<file path="src/rtl/irq_delay_pkg.sv">
package irq_delay_pkg;
  localparam int CODE_W = 4;
  localparam int CFG_W = 8;
  localparam logic [CODE_W-1:0] CODE_RESET = CODE_W'(2);
  localparam logic [CODE_W-1:0] CODE_FALLBACK_MS = CODE_W'(5);
  localparam logic [CODE_W-1:0] CODE_LINEAR_LO = CODE_W'(2);
  localparam logic [CODE_W-1:0] CODE_LINEAR_HI = CODE_W'(10);

  typedef struct packed {
    logic cntClr;
    logic cntInc;
  } ctlStrobe_t;

  // Map a delay code to milliseconds: codes 2..10 map to themselves,
  // every other code falls back to 5 ms.
  function automatic logic [CODE_W-1:0] codeToMs(input logic [CODE_W-1:0] code);
    if (code >= CODE_LINEAR_LO && code <= CODE_LINEAR_HI) return code;
    return CODE_FALLBACK_MS;
  endfunction
endpackage

</file>
<file path="src/rtl/irq_delay_datapath.sv">
module irq_delay_datapath
  import irq_delay_pkg::*;
#(
  parameter int PORT_W = 8,
  parameter int SYNC_STAGES = 2
) (
  input  logic              clk,
  input  logic              rstN,
  input  logic [PORT_W-1:0] portPins,
  input  logic              dedPin,
  input  logic              cfgWe,
  input  logic [CFG_W-1:0]  cfgWdata,
  input  ctlStrobe_t        strobe,
  output logic              anyPort,
  output logic              dedSync,
  output logic              delayDone,
  output logic [CFG_W-1:0]  cfgRdata
);
  localparam int SYNC_W = PORT_W + 1;
  localparam int CNT_W = CODE_W;

  logic [SYNC_W-1:0] syncChain [SYNC_STAGES];
  logic [CODE_W-1:0] delayCode;
  logic [CNT_W-1:0]  tickCnt;
  logic [CODE_W-1:0] targetMs;
  logic              unusedHi;

  // Pin synchronizer, one register per stage.
  generate
    for (genvar g = 0; g < SYNC_STAGES; g++) begin : gSync
      if (g == 0) begin : gFirst
        always_ff @(posedge clk or negedge rstN)
          if (!rstN) syncChain[g] <= '0;
          else       syncChain[g] <= {dedPin, portPins};
      end else begin : gRest
        always_ff @(posedge clk or negedge rstN)
          if (!rstN) syncChain[g] <= '0;
          else       syncChain[g] <= syncChain[g-1];
      end
    end
  endgenerate

  assign anyPort = |syncChain[SYNC_STAGES-1][PORT_W-1:0];
  assign dedSync = syncChain[SYNC_STAGES-1][PORT_W];

  // Delay code register: only the low bits are kept.
  always_ff @(posedge clk or negedge rstN)
    if (!rstN)      delayCode <= CODE_RESET;
    else if (cfgWe) delayCode <= cfgWdata[CODE_W-1:0];

  assign unusedHi = ^cfgWdata[CFG_W-1:CODE_W];
  assign cfgRdata = {{(CFG_W-CODE_W){1'b0}}, delayCode};

  assign targetMs = codeToMs(delayCode);

  always_ff @(posedge clk or negedge rstN)
    if (!rstN)              tickCnt <= '0;
    else if (strobe.cntClr) tickCnt <= '0;
    else if (strobe.cntInc) tickCnt <= tickCnt + 1'b1;

  assign delayDone = (tickCnt >= targetMs);


  cfg_store_chk: assert property (@(posedge clk) disable iff (!rstN)
    cfgWe |=> delayCode == $past(cfgWdata[CODE_W-1:0]));


  cnt_range_chk: assert property (@(posedge clk) disable iff (!rstN)
    tickCnt <= CNT_W'(CODE_LINEAR_HI));


  cnt_clear_chk: assert property (@(posedge clk) disable iff (!rstN)
    strobe.cntClr |=> tickCnt == '0);
endmodule

</file>
<file path="src/rtl/irq_delay_control.sv">
module irq_delay_control
  import irq_delay_pkg::*;
(
  input  logic       clk,
  input  logic       rstN,
  input  logic       srcSelPort,
  input  logic       msTick,
  input  logic       anyPort,
  input  logic       dedSync,
  input  logic       delayDone,
  output ctlStrobe_t strobe,
  output logic       irqReq
);
  logic reqQ;

  always_comb begin
    strobe.cntClr = !srcSelPort || !anyPort;
    strobe.cntInc = srcSelPort && anyPort && msTick && !delayDone;
  end

  always_ff @(posedge clk or negedge rstN)
    if (!rstN)           reqQ <= 1'b0;
    else if (srcSelPort) reqQ <= anyPort && delayDone;
    else                 reqQ <= dedSync;

  assign irqReq = reqQ;


  ded_follow_chk: assert property (@(posedge clk) disable iff (!rstN)
    !srcSelPort |=> irqReq == $past(dedSync));


  port_drop_chk: assert property (@(posedge clk) disable iff (!rstN)
    (srcSelPort && !anyPort) |=> !irqReq);


  early_fire_chk: assert property (@(posedge clk) disable iff (!rstN)
    (srcSelPort && !delayDone) |=> !irqReq);


  fire_chk: assert property (@(posedge clk) disable iff (!rstN)
    (srcSelPort && anyPort && delayDone) |=> irqReq);
endmodule

</file>
<file path="src/rtl/irq_src_delay.sv">
module irq_src_delay
  import irq_delay_pkg::*;
#(
  parameter int PORT_W = 8,
  parameter int SYNC_STAGES = 2
) (
  input  logic              clk,
  input  logic              rstN,
  input  logic [PORT_W-1:0] portPins,
  input  logic              dedPin,
  input  logic              srcSelPort,
  input  logic              msTick,
  input  logic              cfgWe,
  input  logic [CFG_W-1:0]  cfgWdata,
  output logic [CFG_W-1:0]  cfgRdata,
  output logic              irqReq
);
  ctlStrobe_t strobe;
  logic anyPort, dedSync, delayDone;

  irq_delay_datapath #(.PORT_W(PORT_W), .SYNC_STAGES(SYNC_STAGES)) uDp (
    .clk(clk), .rstN(rstN), .portPins(portPins), .dedPin(dedPin),
    .cfgWe(cfgWe), .cfgWdata(cfgWdata), .strobe(strobe),
    .anyPort(anyPort), .dedSync(dedSync), .delayDone(delayDone),
    .cfgRdata(cfgRdata)
  );

  irq_delay_control uCtl (
    .clk(clk), .rstN(rstN), .srcSelPort(srcSelPort), .msTick(msTick),
    .anyPort(anyPort), .dedSync(dedSync), .delayDone(delayDone),
    .strobe(strobe), .irqReq(irqReq)
  );
endmodule

</file>
<file path="config.mk">
export PLATFORM = sky130hd
export DESIGN_NAME = irq_src_delay
export DESIGN_NICKNAME = d
export VERILOG_FILES = /design/src/rtl/irq_delay_pkg.sv /design/src/rtl/irq_delay_datapath.sv /design/src/rtl/irq_delay_control.sv /design/src/rtl/irq_src_delay.sv
export SDC_FILE = /design/constraint.sdc
export NUM_CORES = 1
export LEC_CHECK = 0
export BUFFER_PORTS_ARGS = -buffer_cell sky130_fd_sc_hd__buf_2
export CORE_UTILIZATION = 52
export CTS_CLUSTER_DIAMETER = 120
export CTS_CLUSTER_SIZE = 8
export DETAILED_ROUTE_END_ITERATION = 16
export PLACE_DENSITY_LB_ADDON = 0.2
export SLEW_MARGIN = 15
export SYNTH_ARGS = -nofsm -noshare
export SYNTH_HDL_FRONTEND = slang
export SYNTH_HIERARCHICAL = 1
export SYNTH_SLANG_ARGS = --single-unit
</file>
<file path="constraint.sdc">
create_clock -name clk -period 4.2 [get_ports clk]
set_clock_uncertainty 0.15 [all_clocks]
set_input_delay 1.26 -clock clk [delete_from_list [all_inputs] [get_ports clk]]
set_output_delay 1.26 -clock clk [all_outputs]
set_load 0.01 [all_outputs]
</file>
== After elaboration in Yosys (flattened, before gate mapping) ==
Cells that the tools add are included.
Storage, ports and cells
  flip-flop bits (word level): 27
  input port bits: 22
  output and inout bits: 9
  logic and storage cells: 26
Cells by class
  $add $sub $neg: 1
  $lt $le $gt $ge: 3
  mux-type cells: 6
  reductions and logical operators: 11
Operators by type and width (count)
  4-bit 2-to-1 mux: 4
  8-bit OR reduction: 1
  1-bit logical AND: 5
  4-bit by 1-bit adder with 4-bit output (second input constant): 1
  4-bit by 2-bit >= comparator with 1-bit output (second input constant): 1
  4-bit >= comparator: 1
  4-bit <= comparator (second input constant): 1
  1-bit zero test: 3
  1-bit 2-to-1 mux: 2
  2-bit nonzero test: 1
  1-bit logical OR: 1

== Depth between registers and ports, before layout ==
  depth after elaboration: 9
  gate-level depth with buffers: 10
  gate-level depth less buffers: 10

== By module ==
The synthesis kept the hierarchy.
Modules (own cells, without submodules)
  irq_delay_datapath: times used 1, cells an instance 67, area an instance 977.2 sq um, sequential area each 651.9 sq um
  irq_delay_control: times used 1, cells an instance 6, area an instance 57.6 sq um, sequential area each 25.0 sq um

== Least setup slack after synthesis ==
No wires, ideal clock.
  path kind: flip-flop to flip-flop
  start point: register uDp.delayCode[1]
  end point: register uDp.tickCnt[3]
  library setup time: 118 ps
  data arrival time: 2297 ps
  required time: 3932 ps
  path slack: 1635 ps
  cell stages (with the launch flop): 11
  buffers on the path: 0
  period minus slack after synthesis: 2565 ps
  path through: dfstp_2 -> nor3_1 -> a211o_1 -> ha_1 -> nand2b_4 -> a2111oi_4 -> nor3_1 -> nor3b_2 -> nand4_1 -> xor2_1 -> nor2_1
RTL lines
  from (decl): line irq_delay_datapath.sv:23  | logic [CODE_W-1:0] delayCode;
  from (signal assigned): line irq_delay_datapath.sv:49  | else if (cfgWe) delayCode <= cfgWdata[CODE_W-1:0];
  to (signal assigned): line irq_delay_datapath.sv:59  | else if (strobe.cntInc) tickCnt <= tickCnt + 1'b1;
  to (decl): line irq_delay_datapath.sv:24  | logic [CNT_W-1:0] tickCnt;

==> key figures <==
Run status
  – Status: complete, no violations

Critical path
  – Worst Path Required: 4.29 ns
  – Family with the most delay on the worst path: simple AND/OR/NAND/NOR gates
  – Worst setup EP type: flip-flop
  – WP buf/inv: 0
  – Crit-path max FO: 7
  – Crit start category: flip-flop
  – Worst path most repeated cell: nor3_1
  – Slowest-stage cell, CP: dfstp_2
  – Critical path class: reg2reg
  – Critical path cell sequence: nor3_1 > a211o_1 > ha_1 > nand2b_4 > a2111oi_4 > nor3_1 > nor3b_2 > nand4_1 > xor2_1 > nor2_1
  – Data arrival, critical path: 2.79 ns
  – Worst path max stage delay: 0.61 ns

STA
  – Peak Freq: 369.6 MHz
  – Final-report hold violation count: 0
  – Least-Margin Pin Slew: 0.5512 ns
  – Unrepaired setup endpoints after global routing: false
  – Max-slew violations: 0
  – Relative slew slack: 63.25%
  – Crit path time final: 2.706 ns
  – Final setup TNS: 0 ns
  – Setup-failing EPs final: 0
  – Final worst path period share: 64.43%

Clocking
  – TritonCTS Buffers: 3
  – Hold-fix buffer count after cts: 0
  – CTS clock-pin slew for the worst setup and hold paths: 0.15 ns
  – Postcts setup bufs: 0
  – Root buffer cell: clkbuf_4
  – Sink Count: 27
  – H-tree levels: 1
  – CTS max path bufs: 2
  – CTS tree: yes
  – Post_cts resized: 0
  – Worst-skew pair later-pin latency: 0.33 ns

Synth
  – Part of the Yosys area used for sequential elements: 65.42%
  – Yosys cell types: 25
  – Synthesized area per cell: 14.17 sq um
  – Synthesized netlist cell count: 73
  – Seq cells post-synth: 27
  – Mapped cell area: 1035 sq um
  – Synth warnings: 6

Pwr
  – Pwr Density: 391.1 nW/um^2
  – Leakage Power: 0.5733 nW
  – Total power: 0.4649 mW
  – Maximum vdd drop: 0.2834 mV

Route
  – Antenna Violating Nets Remaining: 0
  – Starting DRT DRC Count: 6
  – Drt pass-1 iters: 4
  – Via-per-instance ratio: 4.829
  – Via count: 594
  – DRT Wirelength: 1411 microns
  – DR DRC count: 0
  – Per-cell routed wire length: 11.47 microns

Floorplan
  – Rows: 15
  – Die width: 46.61 microns
  – Starting density of the core: 57.43%
  – Die ar.: 2172 sq um
  – Core Box Area: 1802 sq um
  – Die Height: 46.61 microns
  – Num ports: 31

Global routing
  – Grt total ovfl: 0
  – Largest net degree at the start of global routing: 28
  – First-pass GRT wire length: 2118 microns
  – Via count of the first global-routing pass: 510
  – Gr usage total: 15.55%
  – Initial antenna violation count: 0

Cells and area
  – Most frequent cells in the layout: dfrtp_1, buf_2, nor2_1, ha_1
  – Share of cells above drive strength 1: 35.71%
  – Nets: 126
  – Antenna Cells: 0
  – Layout area overhead: 14.87%
  – Commonest non-fill, non-tap cell in the layout: dfrtp_1

Hold path
  – Min-Delay Path Class: reg2reg

Place
  – RePlAce Congestion: 0.7614
  – IO buf count: 22
  – DPL Wire Length: 1076 microns

Job
  – Max_cap viols: 0
-- state kept, by name (all words and copies together) (netlist names) --
signal,flops
uCtl/irqReq,1
uDp/dedSync,1
uDp/tickCnt,4
uDp/delayCode,4
uDp/syncChain,17
-- path summary, 6_finish.rpt --
kind / end / cells after the start / slack [ns] / from
worst max-delay path: uDp/tickCnt[3] / 10 / 1.49 / uDp/delayCode[1]
worst min-delay path: uDp/syncChain[1] / 0 / 0.22 / uDp/syncChain[10]
worst max register to register: uDp/tickCnt[3] / 10 / 1.49 / uDp/delayCode[1]
worst min register to register: uDp/syncChain[1] / 0 / 0.22 / uDp/syncChain[10]
max in group asynchronous: uDp/tickCnt[2] / 1 / 2.78 / rstN
min in group asynchronous: uDp/syncChain[15] / 1 / 0.74 / rstN
-- synth_stat cells --
| cell type | n | area (sq um) |
|---|---|---|
| o21ai_0 | 2 | 10.01 |
| nand3_1 | 1 | 5.000 |
| dfrtp_1 | 26 | 650.6 |
| mux2i_1 | 1 | 10.01 |
| nand2_2 | 1 | 6.260 |
| nor3_1 | 3 | 15.01 |
| xnor2_1 | 1 | 8.760 |
| a211o_1 | 1 | 8.760 |
| nand2b_4 | 1 | 13.76 |
| a2111oi_4 | 1 | 27.53 |
| o21bai_1 | 1 | 7.510 |
| nor4_1 | 2 | 12.51 |
| conb_1 | 1 | 3.750 |
| ha_1 | 5 | 62.56 |
| buf_4 | 4 | 30.03 |
| nand3b_1 | 1 | 7.510 |
| nand2_1 | 4 | 15.01 |
| xor2_1 | 2 | 17.52 |
| nor3b_2 | 1 | 12.51 |
| mux2_2 | 4 | 45.04 |
| inv_1 | 2 | 7.510 |
| dfstp_2 | 1 | 26.28 |
| nor2_1 | 5 | 18.77 |
| a31oi_1 | 1 | 6.260 |
| nand4_1 | 1 | 6.260 |
-- per-layer routing --
layer	wire [microns]	track usage, %
met3	80	7.059
met4	29	8.571
met1	594	17.71
met2	706	24.17
met5	0	0
-- cell families after synthesis --
family,synth area share [%]
DFF,65.42
AOI/OAI and AO/OA,5.805
other,0.3624
buffers and inverters,3.628
xor gates and xnor gates,2.540
muxes,5.320
adders and majority gates,6.046
and+or+nand+nor,10.88
-- stage by stage --
stage | cells | util, % | hold slack [ns] | setup slack (ns) | area [sq um]
3_3_place_gp | 119 | 64.24 | 0.1837 | 1.525 | 1157
2_1_floorplan | 76 | - | 0.1812 | 1.635 | 1046
3_5_place_dp | 119 | 64.24 | 0.1847 | 1.517 | 1157
4_1_cts | 123 | 65.97 | 0.2180 | 1.477 | 1189
5_1_grt | 123 | 65.97 | 0.2257 | 1.292 | 1189
6_report | 123 | 65.97 | 0.2166 | 1.494 | 1189
-- worst reg2reg max path: stages, from the launching register on --
cell and delay, ns:
dfstp_2 0.61, nor3_1 0.06, a211o_1 0.24, ha_1 0.27
nand2b_4 0.15, a2111oi_4 0.32, nor3_1 0.13, nor3b_2 0.31
nand4_1 0.16, xor2_1 0.16, nor2_1 0.05
-- power by group --
part | total [mW] | switching (mW) | internal [mW]
Sequential | 0.287 | 0.0109 | 0.276
Combinational | 0.0638 | 0.0295 | 0.0343
Clock | 0.114 | 0.0757 | 0.0388
Total | 0.465 | 0.116 | 0.349
-- final cells by class --
cell class              count  area [sq um]
clock buffers               3         22.52
clock inverters             1         8.758
well taps                  25         31.28
repair buffers             22         110.1
inverters                   2         7.507
fillers                   149         613.1
multi-input cells          43         331.6
flip-flops and latches     27         676.9
Power figures use the tool's default switching activity.
